### src/rtl/rpc_pkg.sv
package rpc_pkg;
   typedef enum logic {
      EX_IDLE = 1'b0,
      EX_WAIT = 1'b1
   } ex_state_t;
endpackage

### src/rtl/rpc_queue_pick.sv
module rpc_queue_pick #(
   parameter int N_MOD  = 4,
   parameter int QDEPTH = 4,
   parameter int ID_W   = 3,
   parameter int IDX_W  = 2,
   parameter int CQ_W   = 3
) (
   input  logic                    clk,
   input  logic                    rst_n,
   input  logic                    q_valid,
   input  logic [CQ_W-1:0]         q_cnt,
   input  logic [QDEPTH*ID_W-1:0]  q_ids,
   input  logic [N_MOD-1:0]        resident,
   input  logic [ID_W-1:0]         cur_id,
   output logic                    start,
   output logic [ID_W-1:0]         start_id
);
   localparam logic [ID_W-1:0] NONE_ID = '1;
   localparam logic [ID_W-1:0] NMOD_ID = ID_W'(N_MOD);

   logic            found, on_list, idle;
   logic [CQ_W-1:0] tgt_rank;
   logic [ID_W-1:0] ent;

   assign idle = (cur_id == NONE_ID);

   always_comb begin
      found    = 1'b0;
      on_list  = 1'b0;
      tgt_rank = '0;
      start_id = NONE_ID;
      ent      = '0;
      for (int i = 0; i < QDEPTH; i++) begin
         ent = q_ids[i*ID_W +: ID_W];
         if ((CQ_W'(i) < q_cnt) && (ent < NMOD_ID)) begin
            if (!found && !resident[ent[IDX_W-1:0]]) begin
               found    = 1'b1;
               tgt_rank = CQ_W'(i);
               start_id = ent;
            end
            if (ent == cur_id) on_list = 1'b1;
         end
      end
      start = q_valid && found && (start_id != cur_id) &&
              (idle || (tgt_rank == '0) || on_list);
   end

   logic [ID_W-1:0] head;
   logic            head_ok;
   assign head    = q_ids[ID_W-1:0];
   assign head_ok = (q_cnt != '0) && (head < NMOD_ID);

   AST_PICK_IS_LEGAL: assert property (@(posedge clk) disable iff (!rst_n)
      start |-> (start_id < NMOD_ID) && !resident[start_id[IDX_W-1:0]]) else $error("pick");
   AST_HEAD_ISSUED: assert property (@(posedge clk) disable iff (!rst_n)
      (q_valid && head_ok && !resident[head[IDX_W-1:0]] && head != cur_id)
      |-> (start && start_id == head)) else $error("head");
endmodule

### src/rtl/rpc_load_engine.sv
module rpc_load_engine #(
   parameter int                       N_MOD       = 4,
   parameter int                       ID_W        = 3,
   parameter int                       IDX_W       = 2,
   parameter int                       CNT_W       = 8,
   parameter int                       RST_LEN     = 1,
   parameter logic [N_MOD*N_MOD-1:0]   CONFLICT_MAP = '0
) (
   input  logic              clk,
   input  logic              rst_n,
   input  logic              cfg_we,
   input  logic [ID_W-1:0]   cfg_id,
   input  logic [CNT_W-1:0]  cfg_len,
   input  logic              start,
   input  logic [ID_W-1:0]   start_id,
   input  logic [ID_W-1:0]   qry_id,
   output logic [ID_W-1:0]   cur_id,
   output logic [N_MOD-1:0]  resident,
   output logic [CNT_W-1:0]  qry_rem
);
   localparam logic [ID_W-1:0] NONE_ID = '1;

   logic [CNT_W-1:0] len_q  [N_MOD];
   logic [CNT_W-1:0] prog_q [N_MOD];
   logic             loading, done;
   logic [IDX_W-1:0] cur_idx, qry_idx;

   assign loading = (cur_id != NONE_ID);
   assign cur_idx = cur_id[IDX_W-1:0];
   assign qry_idx = qry_id[IDX_W-1:0];
   assign done    = loading &&
                    (({1'b0, prog_q[cur_idx]} + 1'b1) >= {1'b0, len_q[cur_idx]});
   assign qry_rem = len_q[qry_idx] - prog_q[qry_idx];

   always_ff @(posedge clk) begin
      if (!rst_n) begin
         cur_id   <= NONE_ID;
         resident <= '0;
         for (int m = 0; m < N_MOD; m++) begin
            len_q[m]  <= CNT_W'(RST_LEN);
            prog_q[m] <= '0;
         end
      end else begin
         for (int m = 0; m < N_MOD; m++) begin
            if (cfg_we && cfg_id == ID_W'(m)) len_q[m] <= cfg_len;
            if (loading && cur_idx == IDX_W'(m))
               prog_q[m] <= done ? '0 : prog_q[m] + 1'b1;
            if (done) begin
               if (cur_idx == IDX_W'(m))
                  resident[m] <= 1'b1;
               else if (CONFLICT_MAP[int'(cur_idx)*N_MOD + m])
                  resident[m] <= 1'b0;
            end
         end
         if (start)     cur_id <= start_id;
         else if (done) cur_id <= NONE_ID;
      end
   end

   AST_CUR_LEGAL: assert property (@(posedge clk) disable iff (!rst_n)
      (cur_id == NONE_ID) || (cur_id < ID_W'(N_MOD))) else $error("cur");
   AST_LOAD_ENDS_RESIDENT: assert property (@(posedge clk) disable iff (!rst_n)
      done |=> resident[$past(cur_idx)]) else $error("done");
   AST_LOADING_NOT_RESIDENT: assert property (@(posedge clk) disable iff (!rst_n)
      loading |-> !resident[cur_idx]) else $error("loadres");

   for (genvar i = 0; i < N_MOD; i++) begin : g_ci
      for (genvar j = i + 1; j < N_MOD; j++) begin : g_cj
         if (CONFLICT_MAP[i*N_MOD + j]) begin : g_pair
            AST_NO_CONFLICT_PAIR: assert property (@(posedge clk) disable iff (!rst_n)
               !(resident[i] && resident[j])) else $error("conflict");
         end
      end
   end
endmodule

### src/rtl/rpc_exec_decide.sv
module rpc_exec_decide
   import rpc_pkg::*;
#(
   parameter int N_MOD = 4,
   parameter int ID_W  = 3,
   parameter int IDX_W = 2,
   parameter int CNT_W = 8
) (
   input  logic              clk,
   input  logic              rst_n,
   input  logic              inv_valid,
   input  logic [ID_W-1:0]   inv_id,
   input  logic [CNT_W-1:0]  inv_hw,
   input  logic [CNT_W-1:0]  inv_sw,
   input  logic [N_MOD-1:0]  resident,
   input  logic [ID_W-1:0]   cur_id,
   input  logic [CNT_W-1:0]  qry_rem,
   output logic              hw_exec,
   output logic              sw_exec,
   output logic              waiting,
   output logic [CNT_W-1:0]  wait_cnt
);
   ex_state_t        st;
   logic [ID_W-1:0]  w_id;
   logic             inv_ok, pays_off;
   logic [IDX_W-1:0] inv_idx;

   assign inv_idx  = inv_id[IDX_W-1:0];
   assign inv_ok   = (inv_id < ID_W'(N_MOD));
   assign pays_off = ({1'b0, qry_rem} + {1'b0, inv_hw}) < {1'b0, inv_sw};
   assign waiting  = (st == EX_WAIT);

   always_ff @(posedge clk) begin
      if (!rst_n) begin
         st       <= EX_IDLE;
         w_id     <= '0;
         hw_exec  <= 1'b0;
         sw_exec  <= 1'b0;
         wait_cnt <= '0;
      end else begin
         hw_exec <= 1'b0;
         sw_exec <= 1'b0;
         case (st)
            EX_IDLE: if (inv_valid) begin
               wait_cnt <= '0;
               if (inv_ok && resident[inv_idx]) begin
                  hw_exec <= 1'b1;
               end else if (inv_ok && cur_id == inv_id && pays_off) begin
                  st   <= EX_WAIT;
                  w_id <= inv_id;
               end else begin
                  sw_exec <= 1'b1;
               end
            end
            EX_WAIT: begin
               wait_cnt <= wait_cnt + 1'b1;
               if (resident[w_id[IDX_W-1:0]]) begin
                  hw_exec <= 1'b1;
                  st      <= EX_IDLE;
               end else if (cur_id != w_id) begin
                  sw_exec <= 1'b1;
                  st      <= EX_IDLE;
               end
            end
            default: st <= EX_IDLE;
         endcase
      end
   end

   AST_SINGLE_OUTCOME: assert property (@(posedge clk) disable iff (!rst_n)
      !(hw_exec && sw_exec)) else $error("both");
   AST_RESIDENT_RUNS_HW: assert property (@(posedge clk) disable iff (!rst_n)
      (inv_valid && !waiting && inv_ok && resident[inv_idx]) |=> hw_exec) else $error("res");
   AST_WAIT_RESOLVES: assert property (@(posedge clk) disable iff (!rst_n)
      (waiting && resident[w_id[IDX_W-1:0]]) |=> (hw_exec && !waiting)) else $error("wait");
   AST_BAD_ID_SW: assert property (@(posedge clk) disable iff (!rst_n)
      (inv_valid && !waiting && !inv_ok) |=> sw_exec) else $error("badid");
endmodule

### src/rtl/reconfig_prefetch_ctrl.sv
module reconfig_prefetch_ctrl #(
   parameter int                     N_MOD        = 4,
   parameter int                     QDEPTH       = 4,
   parameter int                     CNT_W        = 8,
   parameter int                     RST_LEN      = 1,
   parameter logic [N_MOD*N_MOD-1:0] CONFLICT_MAP = 16'h0012,
   localparam int                    ID_W         = $clog2(N_MOD + 1),
   localparam int                    IDX_W        = (N_MOD > 1) ? $clog2(N_MOD) : 1,
   localparam int                    CQ_W         = $clog2(QDEPTH + 1)
) (
   input  logic                    clk,
   input  logic                    rst_n,
   input  logic                    cfg_we,
   input  logic [ID_W-1:0]         cfg_id,
   input  logic [CNT_W-1:0]        cfg_len,
   input  logic                    q_valid,
   input  logic [CQ_W-1:0]         q_cnt,
   input  logic [QDEPTH*ID_W-1:0]  q_ids,
   input  logic                    inv_valid,
   input  logic [ID_W-1:0]         inv_id,
   input  logic [CNT_W-1:0]        inv_hw,
   input  logic [CNT_W-1:0]        inv_sw,
   output logic [ID_W-1:0]         cur_id,
   output logic [N_MOD-1:0]        resident,
   output logic                    hw_exec,
   output logic                    sw_exec,
   output logic                    waiting,
   output logic [CNT_W-1:0]        wait_cnt
);
   if (N_MOD < 2)   begin : g_bad_nmod  $error("N_MOD must be at least 2");  end
   if (QDEPTH < 1)  begin : g_bad_depth $error("QDEPTH must be at least 1"); end
   if (CNT_W < 2)   begin : g_bad_cnt   $error("CNT_W must be at least 2");  end
   for (genvar i = 0; i < N_MOD; i++) begin : g_mi
      if (CONFLICT_MAP[i*N_MOD + i]) begin : g_diag $error("module conflicts with itself"); end
      for (genvar j = 0; j < N_MOD; j++) begin : g_mj
         if (CONFLICT_MAP[i*N_MOD + j] != CONFLICT_MAP[j*N_MOD + i]) begin : g_asym
            $error("conflict map not symmetric");
         end
      end
   end

   logic            start;
   logic [ID_W-1:0] start_id;
   logic [CNT_W-1:0] qry_rem;

   rpc_queue_pick #(
      .N_MOD(N_MOD), .QDEPTH(QDEPTH), .ID_W(ID_W), .IDX_W(IDX_W), .CQ_W(CQ_W)
   ) u_pick (
      .clk(clk), .rst_n(rst_n), .q_valid(q_valid), .q_cnt(q_cnt), .q_ids(q_ids),
      .resident(resident), .cur_id(cur_id), .start(start), .start_id(start_id)
   );

   rpc_load_engine #(
      .N_MOD(N_MOD), .ID_W(ID_W), .IDX_W(IDX_W), .CNT_W(CNT_W),
      .RST_LEN(RST_LEN), .CONFLICT_MAP(CONFLICT_MAP)
   ) u_load (
      .clk(clk), .rst_n(rst_n), .cfg_we(cfg_we), .cfg_id(cfg_id), .cfg_len(cfg_len),
      .start(start), .start_id(start_id), .qry_id(inv_id),
      .cur_id(cur_id), .resident(resident), .qry_rem(qry_rem)
   );

   rpc_exec_decide #(
      .N_MOD(N_MOD), .ID_W(ID_W), .IDX_W(IDX_W), .CNT_W(CNT_W)
   ) u_exec (
      .clk(clk), .rst_n(rst_n), .inv_valid(inv_valid), .inv_id(inv_id),
      .inv_hw(inv_hw), .inv_sw(inv_sw), .resident(resident), .cur_id(cur_id),
      .qry_rem(qry_rem), .hw_exec(hw_exec), .sw_exec(sw_exec),
      .waiting(waiting), .wait_cnt(wait_cnt)
   );
endmodule

### config.mk
export PLATFORM = sky130hd
export DESIGN_NAME = reconfig_prefetch_ctrl
export DESIGN_NICKNAME = d
export VERILOG_FILES = /design/src/rtl/rpc_pkg.sv /design/src/rtl/rpc_queue_pick.sv /design/src/rtl/rpc_load_engine.sv /design/src/rtl/rpc_exec_decide.sv /design/src/rtl/reconfig_prefetch_ctrl.sv
export SDC_FILE = /design/constraint.sdc
export NUM_CORES = 1
export LEC_CHECK = 0
export ABC_AREA = 1
export BUFFER_PORTS_ARGS = -buffer_cell sky130_fd_sc_hd__buf_4
export CAP_MARGIN = 20
export CELL_PAD_IN_SITES_DETAIL_PLACEMENT = 1
export CELL_PAD_IN_SITES_GLOBAL_PLACEMENT = 2
export CORE_MARGIN = 3
export CORE_UTILIZATION = 27
export CTS_CLUSTER_DIAMETER = 150
export CTS_CLUSTER_SIZE = 8
export DETAILED_ROUTE_END_ITERATION = 12
export PLACE_DENSITY_LB_ADDON = 0.3
export RECOVER_POWER = 50
export SLEW_MARGIN = 25
export SYNTH_ARGS = -nofsm -noshare
export SYNTH_HDL_FRONTEND = slang
export SYNTH_HIERARCHICAL = 1
export SYNTH_SLANG_ARGS = --single-unit
### constraint.sdc
create_clock -name clk -period 3.9 [get_ports clk]
set_input_delay 0.39 -clock clk [delete_from_list [all_inputs] [get_ports clk]]
set_output_delay 0.39 -clock clk [all_outputs]
set_load 0.02 [all_outputs]
# Yosys cells after proc, flatten, opt, wreduce, memory -nomap -nowiden
# Memories as Yosys holds them, arrays and structs flattened. A register that Yosys moved wholly into a read port is not among the register bits.
# Index checks and enable logic that the tools add are counted.
# word_totals
ff_bits	21
mem_bits_ro	48
mem_count	5
output_inout_bits	18
mem_bits_rw	64
# op_classes
addsub	11
n_reduce_logical	43
n_mux	119
n_lt_le_gt_ge	21
n_bitwise	10
eq_ne	16
# memory_table
name	words	width	rd	rd_clocked_by_memory_dff	wr	line	source
u_load.len_q	4	8	2	1	4	rpc_load_engine.sv:23	logic [CNT_W-1:0] len_q [N_MOD];
u_load.prog_q	4	8	6	1	4	rpc_load_engine.sv:24	logic [CNT_W-1:0] prog_q [N_MOD];
(no name shown)	16	1	1	0	0	rpc_load_engine.sv:51	else if (CONFLICT_MAP[int'(cur_idx)*N_MOD + m])
(no name shown)	16	1	1	0	0	rpc_load_engine.sv:51	
(no name shown)	16	1	1	0	0	rpc_load_engine.sv:51	
# ops
operator	n
$mux W8	13
$lt A32 B6 Y1 const B	3
$mux W1	76
$mux W3	15
$add A8 B1 Y8 const B	5
$logic_and A1 B1 Y1	22
$lt A2 B3 Y1 const B	6
$pmux W8 S2	1
$eq A3 B3 Y1	5
$lt A3 B3 Y1 const B	5
$bmux W1 S2	7
$add A4 B2 Y5 const B	2
$reduce_bool A2 Y1	5
$add A8 B1 Y9 const B	1
$add A8 B8 Y9	1
$ge A9 B8 Y1	1
$lt A9 B8 Y1	1
$mux W2	4
$or A1 B1 Y1	8
$reduce_and A2 Y1	4
$sub A8 B8 Y8	1
$eq A3 B2 Y1 const B	2
$logic_not A1 Y1	6
$logic_not A3 Y1	2
16 further kinds	24

# Logic depth before layout (Yosys ltp)
# depth
word_depth	23
mapped_depth	28
depth_no_buf	27

# By module
# The synthesis kept the hierarchy.
# by_module_without_submodules
module	area_each_um2	n_inst	cells_each
rpc_load_engine	4828.4	1	590
rpc_exec_decide	1273.7	1	194
rpc_queue_pick	561.8	1	114

# Worst setup path after synthesis
# No wires, ideal clock.
# synth_timing
path_type	input-to-reg
start	input inv_id[0]
end	register u_exec.w_id[0]
t_arrival_ns	4.060
path_slack_ns	-0.224
required_ns	3.836
setup_time_ns	0.064
cell_stages	27
path_cell_list	clkbuf_1 > clkbuf_1 > nand2_1 > a32o_1 > ha_1 > fa_1 > o21ai_0 > a21oi_1 > nor2_1 > nor2_1 > xnor2_1 > ha_1 > nand2_1 > inv_1 > nand4_1 > o211ai_1 > xor2_1 > ha_1 > nor2_1 > nand2_1 > nor2_1 > nand2_1 > nor2_2 > nand3_2 > nand2_1 > inv_1 > nor2_1
# synth_between
elab_chain_len	6
# synth_rtl
element	line	source
start, declared	reconfig_prefetch_ctrl.sv:20	input logic [ID_W-1:0] inv_id,
$mem_v2 Z4 W8, on equally long branches	n/a	
$sub A8 B8 Y8 *	rpc_load_engine.sv:33	assign qry_rem = len_q[qry_idx] - prog_q[qry_idx];
via qry_rem[6]	reconfig_prefetch_ctrl.sv:44	logic [CNT_W-1:0] qry_rem;
$add A8 B8 Y9 *	rpc_exec_decide.sv:30	assign pays_off = ({1'b0, qry_rem} + {1'b0, inv_hw}) < {1'b0, inv_sw};
$lt A9 B8 Y1 *	rpc_exec_decide.sv:30	
$logic_and A1 B1 Y1 *	rpc_exec_decide.sv:48	end else if (inv_ok && cur_id == inv_id && pays_off) begin
$reduce_and A4 Y1 (no line) *	n/a	
end signal, assigned	rpc_exec_decide.sv:50	w_id <= inv_id;
end, declared	rpc_exec_decide.sv:24	logic [ID_W-1:0] w_id;
# Mark *: on every way through the listed nets, which the timed path passes. The rest lies on a longest branch. The select of a mux whose other input is x is not followed.
# A chain may end at the register's enable or synchronous reset.

==> impl_metrics.json <==
{
  "outcome": "finished, final reports clean",
  "clk_latency_ns": 0.35,
  "grt.total_usage_pct": 16.46,
  "endpoint_kind": "register",
  "ys_ff_latch": 87,
  "final_area_mm2": 0.008243,
  "synth_edf_count": 64,
  "relSlewSlack_pct": 55.00,
  "drcViolationCount": 0,
  "seq_area_mm2": 0.002382,
  "grt_max_degree": 37,
  "vias_per_cell": 4.751,
  "grt-ovfl-total": 0,
  "dpl_cell_area_mm2": 0.007838,
  "nets": 1101,
  "htreeDepth": 3,
  "start_kind": "register",
  "ys_async_sr_fraction_pct": 0,
  "die_area_mm2": 0.02660,
  "cp_max_fo": 4,
  "cts_tree": "done",
  "avgSynthCellArea_um2": 7.421,
  "synth-seq-area-share_pct": 35.75,
  "arrival_ns": 3.96,
  "layout-drive-gt1-share_pct": 21.02,
  "gp_congestion": 0.8447,
  "clock-sinks": 87,
  "num_vias": 6357,
  "cts_hold_buf": 0,
  "dp_hpwl_um": 16930,
  "cts_buffer_depth": 2,
  "post-route-period-util_pct": 95.42,
  "finalHoldViolations": 0,
  "area_growth_syn_to_layout_pct": 23.70,
  "port-buffer-count": 67,
  "die_x_um": 163.1,
  "leakagePower_nw": 3.701,
  "io_pins": 68,
  "root_buffer": "clkbuf_16",
  "crit_type": "register to register",
  "ant_nets": 0,
  "layout_common_cells": "191 x nand2_1, 119 x nor2_1, 117 x buf_4",
  "syn_area_mm2": 0.006664,
  "fin_crit_ns": 3.721,
  "cts_buffers": 9,
  "ys_warn_count": 6,
  "drt-pass1-iter-count": 5,
  "hp-class": "primary input to register",
  "die_h_um": 163.1,
  "yosys.cell_types.count": 55,
  "crit_required_ns": 4.14,
  "slew_violations": 0,
  "layout_commonest_cell": "nand2_1",
  "powerDensity_mw_per_mm2": 399.0,
  "multi_input_area_mm2": 0.003724,
  "holdWs_ns": 0.3069,
  "synth_ff_type": "edfxtp_1",
  "grt_pass1_wl_um": 34530,
  "peakVddDrop_uv": 198.7,
  "initialDrtViolationCount": 304,
  "initial_core_util_pct": 27.89,
  "postSynthCellCount": 898,
  "setup_viol": 0,
  "fmax_mhz": 268.7,
  "drt_wl_total_um": 21610,
  "core_area_mm2": 0.02389,
  "finalSetupTns_ns": 0,
  "path_clk_slew_ns": 0.07,
  "rsz0062_at_grt": "yes",
  "grt_pass1_vias": 6359,
  "tightestPinTransition_ns": 0.6741,
  "fin_skew_ns": 0.01299,
  "syn_nets": 986,
  "post_drt_wl_per_cell_um": 16.15,
  "antenna_found_initial": 0,
  "max_cap_viol_count": 0,
  "row_count": 56,
  "n_fill_cell": 2978
}
==> cells by family (layout without fill, tap and decap cells) <==
logic type,after synthesis,after routing,share of synthesized area [%]
compound gates,134,134,11.87
buf+inv,157,277,9.557
fa+ha+maj,38,38,7.360
xor+xnor,40,40,5.257
flops,87,87,35.75
other cells,0,1,0
simple gates,442,442,30.21
==> layer usage <==
metal	part of all wire (%)	GRT usage (%)	vias to the layer above
li1	-	-	3185
met1	49	23.28	3043
met2	46	26.64	110
met3	3.9	3.094	19
met4	0.97	2.691	0
met5	0	0	-
==> final timing paths <==
kind | start | end | slack (ns) | depth (start not counted)
setup / recovery | u_load/prog_q[1][0] | u_exec/w_id[1] | 0.18 | 22
hold / removal | inv_valid | u_exec/wait_cnt[1] | 0.31 | 4
setup reg to reg | u_load/prog_q[1][0] | u_exec/w_id[1] | 0.18 | 22
hold reg to reg | u_exec/w_id[2] | u_exec/w_id[2] | 0.47 | 2
==> critical path, stage by stage (launching register included) <==
cell,delay (ns)
edfxtp_1,0.44
o21ai_0,0.19
o21ai_1,0.11
ha_4,0.19
fa_2,0.40
buf_4,0.15
buf_4,0.12
xnor2_1,0.11
ha_1,0.32
a21oi_1,0.13
nand2_1,0.12
nand4_1,0.10
o211ai_1,0.11
xor2_1,0.17
ha_2,0.19
nor2_2,0.09
nand2_1,0.05
nor2_1,0.10
nand2_1,0.09
nor2_4,0.17
nand4_1,0.12
nand2_1,0.10
nor2_2,0.05
==> power breakdown <==
| group | internal, mW | switching, mW | total [mW] |
|---|---|---|---|
| Combinational | 0.563 | 0.752 | 1.32 |
| Clock | 0.475 | 0.380 | 0.854 |
| Sequential | 1.05 | 0.0655 | 1.12 |
| Total | 2.09 | 1.20 | 3.29 |
==> registers in the layout (all words and copies together) (netlist names), named ones only <==
name and count:
u_exec/sw_exec 1, u_load/prog_q 32, u_exec/waiting 1, u_exec/w_id 3, u_exec/wait_cnt 8, u_load/len_q 32, u_exec/hw_exec 1, u_load/cur_id 3
u_load/resident 4
==> per-stage QoR <==
stage	setup slack [ns]	power (mW)	cells	util, %
floorplan	0.03132	1.937	898	-
global placement	-0.2286	2.401	1312	32.80
detailed placement	-0.2866	2.414	1312	32.80
CTS	0.007847	3.282	1328	34.03
global route	-0.1408	3.545	1337	34.49
finish	0.1787	3.289	1338	34.50
==> cell usage after synthesis (all sizes together) (2+ instances only) <==
| cell type | instances | share of area [%] |
|---|---|---|
| a21oi | 51 | 3.9 |
| a22o | 2 | 0.26 |
| a22oi | 2 | 0.23 |
| a32o | 7 | 1.1 |
| a32oi | 2 | 0.26 |
| and3 | 4 | 0.38 |
| buf | 11 | 1.3 |
| clkbuf | 14 | 0.79 |
| clkinv | 2 | 0.11 |
| dfxtp | 23 | 6.9 |
| edfxtp | 64 | 29 |
| fa | 2 | 0.60 |
| ha | 36 | 6.8 |
| inv | 130 | 7.4 |
| nand2 | 210 | 13 |
| nand3 | 66 | 5.7 |
| nand3b | 3 | 0.34 |
| nand4 | 10 | 0.94 |
| nor2 | 128 | 7.6 |
| nor3 | 14 | 1.4 |
| nor3b | 2 | 0.39 |
| o2111ai | 2 | 0.26 |
| o21ai | 48 | 3.7 |
| o21bai | 2 | 0.23 |
| o22ai | 9 | 0.84 |
| o31ai | 2 | 0.23 |
| or2 | 4 | 0.38 |
| xnor2 | 17 | 2.2 |
| xor2 | 23 | 3.0 |
==> final cells by class <==
cell class              instances  share of cell area, %
well taps                     319                  4.842
clock buffers                  12                  3.127
inverters                     132                  6.132
flip-flops and latches         87                  28.90
multi-input cells             654                  45.17
repair buffers                129                  11.45
diodes                          1                0.03036
clock inverters                 4                 0.3491
==> repair_timing <==
item / in CTS / in global routing
gates resized for setup: 1 / 28
setup buffers: 0 / 9
pin swaps: 0 / 13
setup endpoints to repair: 1 / 5
(Power assumes the default switching activity.)
